[src/rtl/tx_dom_guard_pkg.sv]
package tx_dom_guard_pkg;

    typedef enum logic [1:0] {
        GRD_IDLE    = 2'd0,
        GRD_ARMED   = 2'd1,
        GRD_TRIPPED = 2'd2
    } grd_state_e;

    typedef struct packed {
        logic level; // synchronized line, 1 = recessive
        logic fall;  // recessive to dominant transition seen this cycle
    } tx_evt_t;

    function automatic int cnt_width(input int limit);
        return (limit < 2) ? 1 : $clog2(limit + 1);
    endfunction

endpackage

[src/rtl/tx_dom_sync.sv]
module tx_dom_sync #(
    parameter int STAGES = 2
) (
    input  logic clk,
    input  logic rst,
    input  logic din,
    output logic dout
);
    logic [STAGES-1:0] chain;

    generate
        for (genvar i = 0; i < STAGES; i++) begin : g_stage
            if (i == 0) begin : g_first
                always_ff @(posedge clk) begin
                    if (rst) chain[0] <= 1'b1;
                    else     chain[0] <= din;
                end
            end else begin : g_next
                always_ff @(posedge clk) begin
                    if (rst) chain[i] <= 1'b1;
                    else     chain[i] <= chain[i-1];
                end
            end
        end
    endgenerate

    assign dout = chain[STAGES-1];
endmodule

[src/rtl/tx_dom_edge.sv]
module tx_dom_edge
    import tx_dom_guard_pkg::*;
(
    input  logic    clk,
    input  logic    rst,
    input  logic    line,
    output tx_evt_t evt
);
    logic prev_q;

    always_ff @(posedge clk) begin
        if (rst) prev_q <= 1'b1;
        else     prev_q <= line;
    end

    always_comb begin
        evt.level = line;
        evt.fall  = prev_q & ~line;
    end
endmodule

[src/rtl/tx_dom_timer.sv]
module tx_dom_timer
    import tx_dom_guard_pkg::*;
#(
    parameter int LIMIT = 100000
) (
    input  logic clk,
    input  logic rst,
    input  logic clr,
    input  logic en,
    output logic done
);
    localparam int W = cnt_width(LIMIT);
    localparam logic [W-1:0] LIM = W'(LIMIT);

    logic [W-1:0] cnt_q;

    always_ff @(posedge clk) begin
        if (rst || clr)               cnt_q <= '0;
        else if (en && cnt_q != LIM)  cnt_q <= cnt_q + 1'b1;
    end

    assign done = (cnt_q == LIM);

    // the count saturates at the limit
    p_no_overflow_r3: assert property (@(posedge clk) disable iff (rst)
        cnt_q <= LIM);

    // while running and below the limit the count steps by one
    p_step_r3: assert property (@(posedge clk) disable iff (rst)
        (en && !clr && !done) |=> (cnt_q == $past(cnt_q) + 1'b1));
endmodule

[src/rtl/tx_dom_guard.sv]
module tx_dom_guard
    import tx_dom_guard_pkg::*;
#(
    parameter int TIMEOUT_CYCLES = 100000,
    parameter int SYNC_STAGES    = 2
) (
    input  logic clk,
    input  logic rst,
    input  logic tx_in,
    input  logic normal_mode,
    output logic drive_dom,
    output logic timeout_flag
);
    logic       tx_sync;
    tx_evt_t    evt;
    grd_state_e state_q, state_n;
    logic       tmr_clr, tmr_en, tmr_done;

    tx_dom_sync #(.STAGES(SYNC_STAGES)) sync_i (
        .clk(clk), .rst(rst), .din(tx_in), .dout(tx_sync)
    );

    tx_dom_edge edge_i (
        .clk(clk), .rst(rst), .line(tx_sync), .evt(evt)
    );

    tx_dom_timer #(.LIMIT(TIMEOUT_CYCLES)) timer_i (
        .clk(clk), .rst(rst), .clr(tmr_clr), .en(tmr_en), .done(tmr_done)
    );

    always_comb begin
        state_n = state_q;
        if (!normal_mode) begin
            state_n = GRD_IDLE;
        end else begin
            case (state_q)
                GRD_IDLE:    if (evt.fall) state_n = GRD_ARMED;
                GRD_ARMED:   if (evt.level) state_n = GRD_IDLE;
                             else if (tmr_done) state_n = GRD_TRIPPED;
                GRD_TRIPPED: if (evt.level) state_n = GRD_IDLE;
                default:     state_n = GRD_IDLE;
            endcase
        end
    end

    always_ff @(posedge clk) begin
        if (rst) state_q <= GRD_IDLE;
        else     state_q <= state_n;
    end

    assign tmr_clr = (state_q != GRD_ARMED);
    assign tmr_en  = normal_mode && (state_q == GRD_ARMED) && !evt.level;

    assign drive_dom = normal_mode && (state_q == GRD_ARMED) && !evt.level && !tmr_done;
    assign timeout_flag = normal_mode &&
        ((state_q == GRD_TRIPPED) || ((state_q == GRD_ARMED) && tmr_done && !evt.level));

    // suppression and driving exclude each other
    p_excl_r9: assert property (@(posedge clk) disable iff (rst)
        timeout_flag |-> !drive_dom);

    // nothing leaves the guard outside normal mode
    p_quiet_r6: assert property (@(posedge clk) disable iff (rst)
        !normal_mode |-> (!drive_dom && !timeout_flag));

    // a falling edge in normal mode arms the timer
    p_arm_r2: assert property (@(posedge clk) disable iff (rst)
        (state_q == GRD_IDLE && normal_mode && evt.fall) |=> (state_q == GRD_ARMED));

    // a trip holds while the line stays dominant
    p_hold_r4: assert property (@(posedge clk) disable iff (rst)
        (state_q == GRD_TRIPPED && normal_mode && !evt.level) |=> (state_q == GRD_TRIPPED));

    // a recessive line clears the trip
    p_clear_r5: assert property (@(posedge clk) disable iff (rst)
        (state_q == GRD_TRIPPED && evt.level) |=> (state_q == GRD_IDLE));

    // leaving normal mode returns the guard to idle
    p_exit_r7: assert property (@(posedge clk) disable iff (rst)
        !normal_mode |=> (state_q == GRD_IDLE));
endmodule

[config.mk]
export PLATFORM = sky130hd
export DESIGN_NAME = tx_dom_guard
export DESIGN_NICKNAME = d
export VERILOG_FILES = /design/src/rtl/tx_dom_guard_pkg.sv /design/src/rtl/tx_dom_sync.sv /design/src/rtl/tx_dom_edge.sv /design/src/rtl/tx_dom_timer.sv /design/src/rtl/tx_dom_guard.sv
export SDC_FILE = /design/constraint.sdc
export NUM_CORES = 1
export LEC_CHECK = 0
export BUFFER_PORTS_ARGS = -buffer_cell sky130_fd_sc_hd__clkbuf_2
export CAP_MARGIN = 20
export CELL_PAD_IN_SITES_DETAIL_PLACEMENT = 0
export CELL_PAD_IN_SITES_GLOBAL_PLACEMENT = 1
export CORE_UTILIZATION = 40
export CTS_CLUSTER_SIZE = 30
export DETAILED_ROUTE_END_ITERATION = 16
export HOLD_SLACK_MARGIN = 0.06
export MAX_ROUTING_LAYER = met4
export PLACE_DENSITY_LB_ADDON = 0.2
export SKIP_LAST_GASP = 1
export SYNTH_ARGS = -nofsm -noshare
export SYNTH_HDL_FRONTEND = slang
export SYNTH_SLANG_ARGS = --single-unit
[constraint.sdc]
create_clock -name clk -period 3.6 [get_ports clk]
set_input_delay 0.18 -clock clk [delete_from_list [all_inputs] [get_ports clk]]
set_output_delay 0.18 -clock clk [all_outputs]
set_load 0.03 [all_outputs]
**Word level (Yosys, flattened, before mapping)**

Index checks and enable logic that the tools add are counted.

- $add $sub $neg: 1
- Equal/unequal tests: 8
- Multiplexer cells: 5
- Bitwise logic cells: 3
- Reductions and logical operators: 14

Operators by type and width:

| cell | count |
|---|---|
| 17-bit by 1-bit adder with 17-bit output (second input constant) | 1 |
| 17-bit == test (second input constant) | 1 |
| 17-bit inequality test (second input constant) | 1 |
| 2-bit two-way mux | 4 |
| 1-bit logical AND | 7 |
| 2-bit by 1-bit inequality test with 1-bit output (second input constant) | 3 |
| 2-bit one-hot mux with 3 select lines | 1 |
| 3-bit by 2-bit inequality test with 1-bit output (second input constant) | 1 |
| 3-bit AND reduction | 1 |
| 2-bit by 1-bit == test with 1-bit output (second input constant) | 1 |
| 2-bit == test (second input constant) | 1 |
| 1-bit logical NOT | 2 |
| 2-bit logical NOT | 1 |
| 1-bit logical OR | 2 |
| 1-bit inverter | 2 |
| 2-bit OR reduction | 1 |
| 1-bit AND | 1 |

- Flip-flop bits (word level): 22
- Bits of input ports: 4
- Logic and storage cells: 36

**Depth between registers and ports, before layout**

Gate-level depths: netlist (run 1).

- Depth in word-level cells: 5
- Gate-level depth with buffers: 8
- Depth with buffers taken out: 6

**Modules after synthesis**

Synthesis (run 1) repeated with hierarchy kept, for this count alone.

- Cells, all modules: 126
- Area, all modules: 1091.0 um^2

By module, submodules not included:

| module | times used | cells an instance | area an instance (um^2) | sequential area each (um^2) |
|---|---|---|---|---|
| tx_dom_timer | 1 | 103 | 867.1 | 340.3 |
| tx_dom_guard | 1 | 15 | 128.9 | 40.0 |
| tx_dom_sync | 1 | 4 | 52.6 | 40.0 |
| tx_dom_edge | 1 | 4 | 42.5 | 20.0 |

**Worst setup path before layout (run 1)**

OpenSTA, ideal clock, no wires.

- Kind: register to register
- Start point: register state_q[0]
- End point: register timer_i.cnt_q[1]
- Library setup time: 0.142 ns
- Arrival: 1.705 ns
- Data required time: 3.458 ns
- Setup slack: 1.753 ns
- Cell stages (with the launch flop): 6
- Cell sequence: dfxtp_1 or3b_1 a41o_1 buf_4 nor2_1 o31ai_1

- Cells in the longest elaborated chain, start to end: 4
- Elaborated cells on any way between the ends: 6

RTL lines:

| item | line | RTL |
|---|---|---|
| start: declaration | tx_dom_guard.sv:16 | `grd_state_e state_q, state_n;` |
| start signal: assignment | tx_dom_guard.sv:48 | `else state_q <= state_n;` |
| 2-bit by 1-bit == test with 1-bit output | tx_dom_guard.sv:52 | `assign tmr_en = normal_mode && (state_q == GRD_ARMED) && !evt.level;` |
| 1-bit logical AND (2 in series) | tx_dom_guard.sv:52 |  |
| 1-bit logical AND | tx_dom_timer.sv:19 | `else if (en && cnt_q != LIM) cnt_q <= cnt_q + 1'b1;` |
| end signal: assignment | tx_dom_timer.sv:19 |  |
| end: declaration | tx_dom_timer.sv:15 | `logic [W-1:0] cnt_q;` |

Several ways; a longest one is shown, not always the timed one.
A chain may end at the register's enable or synchronous reset.

**Worst setup path in the final report (run 1)**

- Start point: register timer_i.cnt_q[1]
- End point: output port drive_dom

- Cells in the longest elaborated chain, start to end: 3

RTL lines:

| item | line | RTL |
|---|---|---|
| 17-bit == test | tx_dom_timer.sv:22 | `assign done = (cnt_q == LIM);` |
| 1-bit logical NOT | tx_dom_guard.sv:54 | `assign drive_dom = normal_mode && (state_q == GRD_ARMED) && !evt.level && !tmr_done;` |
| 1-bit logical AND | tx_dom_guard.sv:54 |  |
| end: declaration | tx_dom_guard.sv:11 | `output logic drive_dom,` |

Every way passes these cells.

==> results of run 1 <==
how the worst max path moves through the flow:
stage	startpoint	end	slack (ns)	depth (start not counted)
after floorplan	state_q[0]	timer_i.cnt_q[1]	1.75	5
after global placement	timer_i.cnt_q[0]	drive_dom	1.55	6
after detailed placement	timer_i.cnt_q[0]	drive_dom	1.45	6
after CTS	timer_i.cnt_q[0]	drive_dom	1.10	6
after global routing	timer_i.cnt_q[0]	drive_dom	0.86	6
final	timer_i.cnt_q[1]	drive_dom	1.07	6
power breakdown:
group          switching (µW)  total [µW]  internal (µW)  leakage (µW)
Clock                    77.2         139           61.7     0.0000210
Combinational            4.76        8.41           3.65      0.000174
Sequential              0.758         246            245      0.000178
worst reg2reg max path, delay by kind of cell (launching register included):
kind	cells	cell delay, ns
compound gates	2	0.96
fa+ha+maj	1	0.15
buf+inv	1	0.09
flops	1	0.36
simple gates	2	0.51
layout make-up:
class / instances / area, µm²
fillers: 251 / 1520
well taps: 31 / 38.8
flip-flops and latches: 22 / 440
repair buffers: 6 / 35.0
clock buffers: 4 / 36.3
multi-input cells: 95 / 642
inverters: 6 / 22.5
cells by family (layout without fill, tap and decap cells):
kind of cell / after synthesis / in the layout / synth area share (%)
flops: 22 / 22 / 38.5
compound gates: 37 / 37 / 20.4
fa+ha+maj: 2 / 2 / 2.19
buf+inv: 11 / 16 / 5.36
simple gates: 56 / 56 / 33.6
sequential cells by signal, summed over array words and instances, names as in the netlist:
register,cells
timer_i.cnt_q,17
state_q,2
edge_i.prev_q,1
sync_i.chain,1
sync_i.dout,1
per-stage QoR:
stage	instances	hold slack [ns]	power, µW
finish	164	0.0841	393
global route	164	0.0893	408
CTS	164	0.0842	396
detailed placement	159	0.367	259
global placement	159	0.366	259
floorplan	128	0.257	255
per-layer routing:
| metal | vias to the layer above | wire [µm] |
|---|---|---|
| met5 | - | 0 |
| met4 | 0 | 29 |
| met3 | 4 | 67 |
| met2 | 13 | 1080 |
| met1 | 470 | 1150 |
| li1 | 509 | - |
cell usage in the layout, fill, tap and decap left out, types with 2 or more instances in the layout:
cell type / netlist / routed
or2_2: 3 / 3
inv_1: 6 / 6
or3_1: 5 / 5
ha_1: 2 / 2
nor4_1: 2 / 2
or3b_1: 2 / 2
nor3b_1: 2 / 2
o21ai_0: 8 / 8
o31a_1: 2 / 2
dfxtp_1: 22 / 22
clkbuf_4: 0 / 3
o21a_1: 3 / 3
o31ai_1: 6 / 6
nor2_1: 5 / 5
clkbuf_2: 0 / 5
nor4b_1: 3 / 3
a41o_1: 2 / 2
nand3_1: 6 / 6
nand2_1: 6 / 6
nand4_1: 4 / 4
or4_1: 5 / 5
a21oi_1: 13 / 13
==> flow_metrics.tcl, run 1 <==
set metrics [dict create \
    htreeDepth 1 \
    syn_area_mm2 0.00114 \
    cts_resized 0 \
    setup_viol 0 \
    period_needed_ns 2.53 \
    grtUsageMet1_pct 22.2 \
    synth_edf_count 0 \
    detail_route.wl_per_cell_um 14.2 \
    num_rows 19 \
    yosys-top-cells-area "dfxtp_1, a21oi_1, o31ai_1" \
    first_global_vias 867 \
    start_util_pct 41.8 \
    gr-max-usage-layer "met2" \
    core_mm2 0.00273 \
    place_congestion 0.752 \
    status "complete, no violations" \
    powerDensity_mw_per_mm2 324 \
    io_buffers 5 \
    layout_setup_ws_ns 1.07 \
    finalCritPeriodShare_pct 70.3 \
    cp_data_arrival_time_ns 2.35 \
    timing.setup.tns_ns 0 \
    min_from "rst" \
    dieHeight_um 55.5 \
    ys.flop_type "dfxtp_1" \
    grt_pass1_wl_mm 3.99 \
    clockRootBuffer "clkbuf_4" \
    ir_drop_uv 255 \
    dieArea_mm2 0.00308 \
    cp_slowest_cell "a41o_1" \
    async_reset_ff_share_pct 0 \
    rr_endpoint "timer_i.cnt_q[1]" \
    yosysMostFrequentCell "dfxtp_1" \
    dr_total_vias 996 \
    ys_seq_elements 22 \
    clock.fmax_mhz 395 \
    r2r_start "timer_i.cnt_q[1]" \
    max_slew_margin_pct 54.3 \
    p_leak_uw 0.000373 \
    drt-vias-per-instance 6.07 \
    critPathKind "flop to output port" \
    ys_warn_count 0 \
    drtIter0Drc 17 \
    ctsHoldBuffers 1 \
    slowest_delay_ns 0.70 \
    synthCells 128 \
    post_cts_buffers 0 \
    r2r_cells 6 \
    antenna_found_initial 0 \
    cp_top_family "compound AO/OA/AOI/OAI gates" \
    n_antenna_cell 0 \
    ant_nets 0 \
    grtUsageMet3_pct 2.11 \
    clock_skew_ns 0.00378 \
    cts_sinks 22 \
    die_w_um 55.5 \
    ys_types 40 \
    dp_slack_ns 1.45 \
    cap_violations 0 \
    syn-num-nets 134 \
    rsz0062_at_grt "no" \
    grt_max_degree 24 \
    cp-end-kind "output port" \
    min_path_type "input port to flop" \
    hold_viol 0 \
    area_growth_pct 6.24 \
    clk_pin_slew_ns 0.13 \
    tritoncts "yes" \
    yosys-top-cells-count "dfxtp_1, a21oi_1, o21ai_0" \
    hold-path-endpoint "state_q[0]" \
    fin_area_mm2 0.00121 \
    cts_made_buffers 3 \
    netlist.area_leader.share_pct 38.5 \
    io_pins 6 \
    critPathLaunchType "flop" \
    drtPass1Iterations 4 \
    cp_num_buf_inv 2 \
    critPathMaxFanout 23 \
    drv_slew 0 \
    worstPathCellList "inv_1 > ha_1 > nor4bb_1 > a41o_1 > nor2_1 > clkbuf_2" \
    wirelength_mm 2.33 \
    post-route-util_pct 44.4 \
    hold_depth 2 \
    clk_latency_ns 0.31 \
    drive_above_1_share_pct 14.3 \
    drc_errors 0 \
    layout.nets 140 \
    worst_pin_slew_ns 0.686 \
    use_met2_pct 25.1 \
    grtUsageTotal_pct 16.3 \
    grt-ovfl-total 0 \
    clockBufferDepth 2 \
    ys_seq_area_share_pct 38.5 \
    synth_area_leader_cell "dfxtp_1" \
    required_ns 3.42 \
    rrSetupSlack_ns 1.43 \
    placed_cell_area_mm2 0.00117 \
    syn_area_per_cell_um2 8.93 \
    dp_hpwl_mm 1.70 \
]
(Power assumes the default switching activity.)
==> run 2: changes to the inputs <==
==> constraint.sdc (replaced) <==
create_clock -name clk -period 2.3 [get_ports clk]
set_input_delay 0.115 -clock clk [delete_from_list [all_inputs] [get_ports clk]]
set_output_delay 0.115 -clock clk [all_outputs]
set_load 0.03 [all_outputs]
==> run 2 against run 1 <==
  * Register-to-register slack got worse by 1.1 ns
  * Via count up 4.8%
  * Largest cell class unchanged
  * First-iteration DRC count up 82%
  * Cell area is 4.1% higher
  * Core utilization grew 1.8 points
  * Combinational power rose by 94%
==> flow_metrics.tcl, run 2 (same netlist as run 1, synthesis figures left out) <==
set metrics [dict create \
    p_total_uw 610 \
    place_congestion 0.766 \
    period_needed_ns 2.11 \
    antenna_found_initial 0 \
    ir_drop_uv 253 \
    layout_setup_ws_ns 0.191 \
    cp_data_arrival_time_ns 1.99 \
    dieHeight_um 55.5 \
    drv_slew 0 \
    grt_max_degree 24 \
    finalCritPeriodShare_pct 91.7 \
    tritoncts "yes" \
    drt-vias-per-instance 6.25 \
    r2r_cells 6 \
    grtUsageTotal_pct 18.7 \
    io_pins 6 \
    n_antenna_cell 0 \
    final_common_cell "dfxtp_1" \
    cp-end-kind "output port" \
    detail_route.wl_per_cell_um 15.4 \
    io_buffers 5 \
    dp_hpwl_mm 1.75 \
    num_rows 19 \
    reg_top3 "timer_i.cnt_q (17), state_q (2)" \
    cts_made_buffers 3 \
    grt_pass1_wl_mm 4.58 \
    ant_nets 0 \
    p_leak_uw 0.000389 \
    required_ns 2.18 \
    area_growth_pct 10.6 \
    core_mm2 0.00273 \
    r2r_start "timer_i.cnt_q[0]" \
    largest_reg_flops 17 \
    top_register "timer_i.cnt_q" \
    setup_viol 0 \
    critPathKind "flop to output port" \
    fin_area_mm2 0.00126 \
    clockRootBuffer "clkbuf_4" \
    cp-endpoint "timeout_flag" \
    critPathLaunchType "flop" \
    drive_above_1_share_pct 16.9 \
    layout.nets 143 \
    start_util_pct 41.8 \
    critPathMaxFanout 5 \
    drtIter0Drc 31 \
    hold_viol 0 \
    placed_cell_area_mm2 0.00117 \
    dr_total_vias 1044 \
    final_cell_mix "dfxtp_1, a21oi_1, o21ai_0" \
    htreeDepth 1 \
    clock_skew_ns 0.00355 \
    dieArea_mm2 0.00308 \
    max_slew_margin_pct 59.9 \
    drc_errors 0 \
    wirelength_mm 2.57 \
    clk_pin_slew_ns 0.12 \
    grt-ovfl-total 0 \
    fill_cells 260 \
    drtPass1Iterations 4 \
    cts_sinks 22 \
    worstSetupStartpoint "timer_i.cnt_q[0]" \
    clockBufferDepth 2 \
    rr_endpoint "timer_i.cnt_q[13]" \
    status "complete, no violations" \
    worst_pin_slew_ns 0.600 \
    die_w_um 55.5 \
    rrSetupSlack_ns 0.31 \
    dp_slack_ns 0.258 \
    powerDensity_mw_per_mm2 482 \
    cap_violations 0 \
    clock.fmax_mhz 474 \
    min_path_type "input port to flop" \
    clk_latency_ns 0.30 \
    first_global_vias 1046 \
]
run 2: cell count changes in the layout (fill, tap and decap cells not counted), sizes merged:
cell | before | now
dlygate4sd3 | 1 | 3
a41o | 2 | 3
run 2: through the flow:
step,TNS [ns],utilization (%),hold WS (ns),std cells
2_1_floorplan,0,-,0.192,128
4_1_cts,0,45.2,0.163,166
3_5_place_dp,0,42.7,0.311,159
6_report,0,46.3,0.189,167
3_3_place_gp,0,42.7,0.301,159
5_1_grt,-0.0350,46.3,0.177,167
run 2: layer usage:
layer | part of all wire (%) | wire length [µm] | global-route usage, % | vias to the layer above
met4 | 1.7 | 44 | 7.14 | 0
met1 | 47 | 1220 | 23.8 | 511
li1 | - | - | - | 515
met3 | 1.8 | 47 | 2.11 | 6
met5 | 0 | 0 | - | -
met2 | 49 | 1260 | 30.5 | 12
run 2: what timing repair did:
| item | CTS | global route |
|---|---|---|
| pin swaps | 0 | 1 |
| buffers inserted | 0 | 0 |
| endpoints found under the hold margin | 3 | 0 |
| hold buffers | 3 | 0 |
| setup endpoints to repair | 1 | 2 |
| cloned | 0 | 1 |
| resized for setup | 1 | 3 |
run 2: where the power goes:
group          total, µW  switching [µW]  internal [µW]
sequential           385            1.29            383
clock                209             113           96.4
combinational       16.3            8.31           7.99
total                610             123            488
run 2: area by class of cell:
type / count / area, µm² / area share [%]
clock buffers: 4 / 36.3 / 2.87
inverters: 6 / 22.5 / 1.78
multi-input cells: 96 / 672 / 53.1
flip-flops and latches: 22 / 440 / 34.8
well taps: 31 / 38.8 / 3.07
repair buffers: 8 / 55.1 / 4.35
run 2: worst min path at each step:
stage | cells past startpoint | slack, ns | to | start
global route | 3 | 0.18 | timer_i.cnt_q[0] | normal_mode
floorplan | 1 | 0.19 | state_q[0] | rst
global placement | 2 | 0.30 | sync_i.chain[0] | tx_in
finish | 3 | 0.19 | timer_i.cnt_q[1] | normal_mode
detailed placement | 2 | 0.31 | sync_i.chain[0] | tx_in
CTS | 3 | 0.16 | timer_i.cnt_q[0] | normal_mode
run 2: critical path: stages (launching register included):
cell and delay [ns]:
dfxtp_1 0.37, inv_1 0.09, ha_1 0.13, nor4bb_2 0.37
nand4_1 0.21, o21a_1 0.23, nor2_1 0.09, clkbuf_2 0.21
==> run 3: changes to the inputs <==
--- a/config.mk
+++ b/config.mk
@@ -9,7 +9,7 @@
 export CAP_MARGIN = 20
 export CELL_PAD_IN_SITES_DETAIL_PLACEMENT = 0
 export CELL_PAD_IN_SITES_GLOBAL_PLACEMENT = 1
-export CORE_UTILIZATION = 40
+export CORE_UTILIZATION = 41
 export CTS_CLUSTER_SIZE = 30
 export DETAILED_ROUTE_END_ITERATION = 16
 export HOLD_SLACK_MARGIN = 0.06
==> run 3 against run 2 <==
  * Final cell count fell by 0.60%
  * Hold slack worse by 0.030 ns
  * Worst setup slack better by 0.017 ns
  * Total power increased by 1.5%
  * Clock skew fell by 0.0020 ns
  * First-iteration DRC count down 55%
  * Non-clock buffer count did not move
  * Critical path type unchanged
  * Clock power rose by 4%
  * Sequential power about the same
  * Sequential share of layout area about the same
  * Flip-flop and latch count unchanged
  * Core utilization up 3.4 points
==> flow_metrics.tcl, run 3 (same netlist as run 1, synthesis figures left out) <==
set metrics [dict create \
    critPathLaunchType "flop" \
    max_slew_margin_pct 57.2 \
    clockRootBuffer "clkbuf_4" \
    dr_total_vias 1026 \
    largest_reg_flops 17 \
    top_register "timer_i.cnt_q" \
    dp_hpwl_mm 1.75 \
    required_ns 2.18 \
    die_w_um 54.8 \
    grt_pass1_wl_mm 3.98 \
    timing.setup.tns_ns 0 \
    reg_top3 "timer_i.cnt_q (17), state_q (2)" \
    drtPass1Iterations 4 \
    placedCellCount 158 \
    dp_slack_ns 0.213 \
    first_global_vias 858 \
    grtUsageTotal_pct 19.1 \
    n_antenna_cell 0 \
    setup_viol 0 \
    dieHeight_um 54.8 \
    io_buffers 5 \
    cts_made_buffers 3 \
    layout.nets 143 \
    clock.fmax_mhz 478 \
    timing.hold.ws_ns 0.159 \
    drv_slew 0 \
    core_mm2 0.00254 \
    critPathKind "flop to output port" \
    final_common_cell "dfxtp_1" \
    htreeDepth 1 \
    wirelength_mm 2.60 \
    grt-ovfl-total 0 \
    cts_sinks 22 \
    final_cell_mix "dfxtp_1, a21oi_1, o21ai_0" \
    critPathMaxFanout 4 \
    drt-vias-per-instance 6.18 \
    dieArea_mm2 0.00300 \
    drtIter0Drc 14 \
    period_needed_ns 2.09 \
    cp-end-kind "output port" \
    status "complete, no violations" \
    num_rows 18 \
    ir_drop_uv 369 \
    post-route-util_pct 49.7 \
    area_growth_pct 10.5 \
    powerDensity_mw_per_mm2 490 \
    clock_skew_ns 0.00160 \
    ant_nets 0 \
    rsz0062_at_grt "no" \
    antenna_found_initial 0 \
    drc_errors 0 \
    drive_above_1_share_pct 16.9 \
    cap_violations 0 \
    worst_pin_slew_ns 0.633 \
    grt_max_degree 24 \
    start_util_pct 44.9 \
    finalCritPeriodShare_pct 91.0 \
    clockBufferDepth 2 \
    detail_route.wl_per_cell_um 15.7 \
    place_congestion 0.792 \
    cp_data_arrival_time_ns 1.98 \
    io_pins 6 \
    final_cells 166 \
    min_path_type "input port to flop" \
    clk_latency_ns 0.32 \
    hold_viol 0 \
    p_leak_uw 0.000389 \
    tritoncts "yes" \
    layout_setup_ws_ns 0.208 \
    clk_pin_slew_ns 0.12 \
]
[run 3: cell counts in the layout (fill, tap and decap cells not counted)]
No cell type changed its count.
[run 3: worst paths after layout]
check,from,to,slack [ns],depth (start not counted)
setup reg to reg,timer_i.cnt_q[0],timer_i.cnt_q[7],0.31,6
hold reg to reg,sync_i.chain[0],sync_i.dout,0.43,1
hold / removal,normal_mode,timer_i.cnt_q[0],0.16,3
setup / recovery,timer_i.cnt_q[1],timeout_flag,0.21,7
[run 3: worst max-delay path, cell delays in order, from the launching register on]
cell,delay (ns)
dfxtp_1,0.36
inv_1,0.09
ha_1,0.14
nor4bb_2,0.37
nand4_1,0.19
o21a_1,0.22
nor2_1,0.09
clkbuf_2,0.21
[run 3: per-stage QoR]
stage               area (µm²)  total power [µW]
floorplan                 1140               399
detailed placement        1170               405
global placement          1170               405
CTS                       1230               633
global route              1260               642
finish                    1260               619
[run 3: final cells by class]
cell class              instances  area (µm²)
fillers                       257        1280
multi-input cells              96         672
flip-flops and latches         22         440
repair buffers                  8        55.1
well taps                      30        37.5
clock buffers                   4        36.3
inverters                       6        22.5
[run 3: report_power, final]
group | internal (µW) | switching (µW) | leakage [µW]
combinational | 7.97 | 8.08 | 0.000190
sequential | 383 | 1.29 | 0.000178
clock | 96.9 | 122 | 0.0000210
total | 488 | 131 | 0.000389
[run 3: per-layer routing]
layer,part of all wire [%],up-vias,wire length [µm],GRT usage [%]
met4,1.1,0,29,5.13
met3,3.8,4,99,5.00
met1,48,495,1240,24.6
met2,47,15,1230,29.3
met5,0,-,0,-
li1,-,512,-,-
[run 3: repair_timing]
item,in CTS,in global routing
gates cloned,0,1
resized for setup,1,3
pin swaps,0,1
endpoints found under the setup margin,1,2
hold endpoints to repair,3,0
hold buffers,3,0
setup buffers,0,0
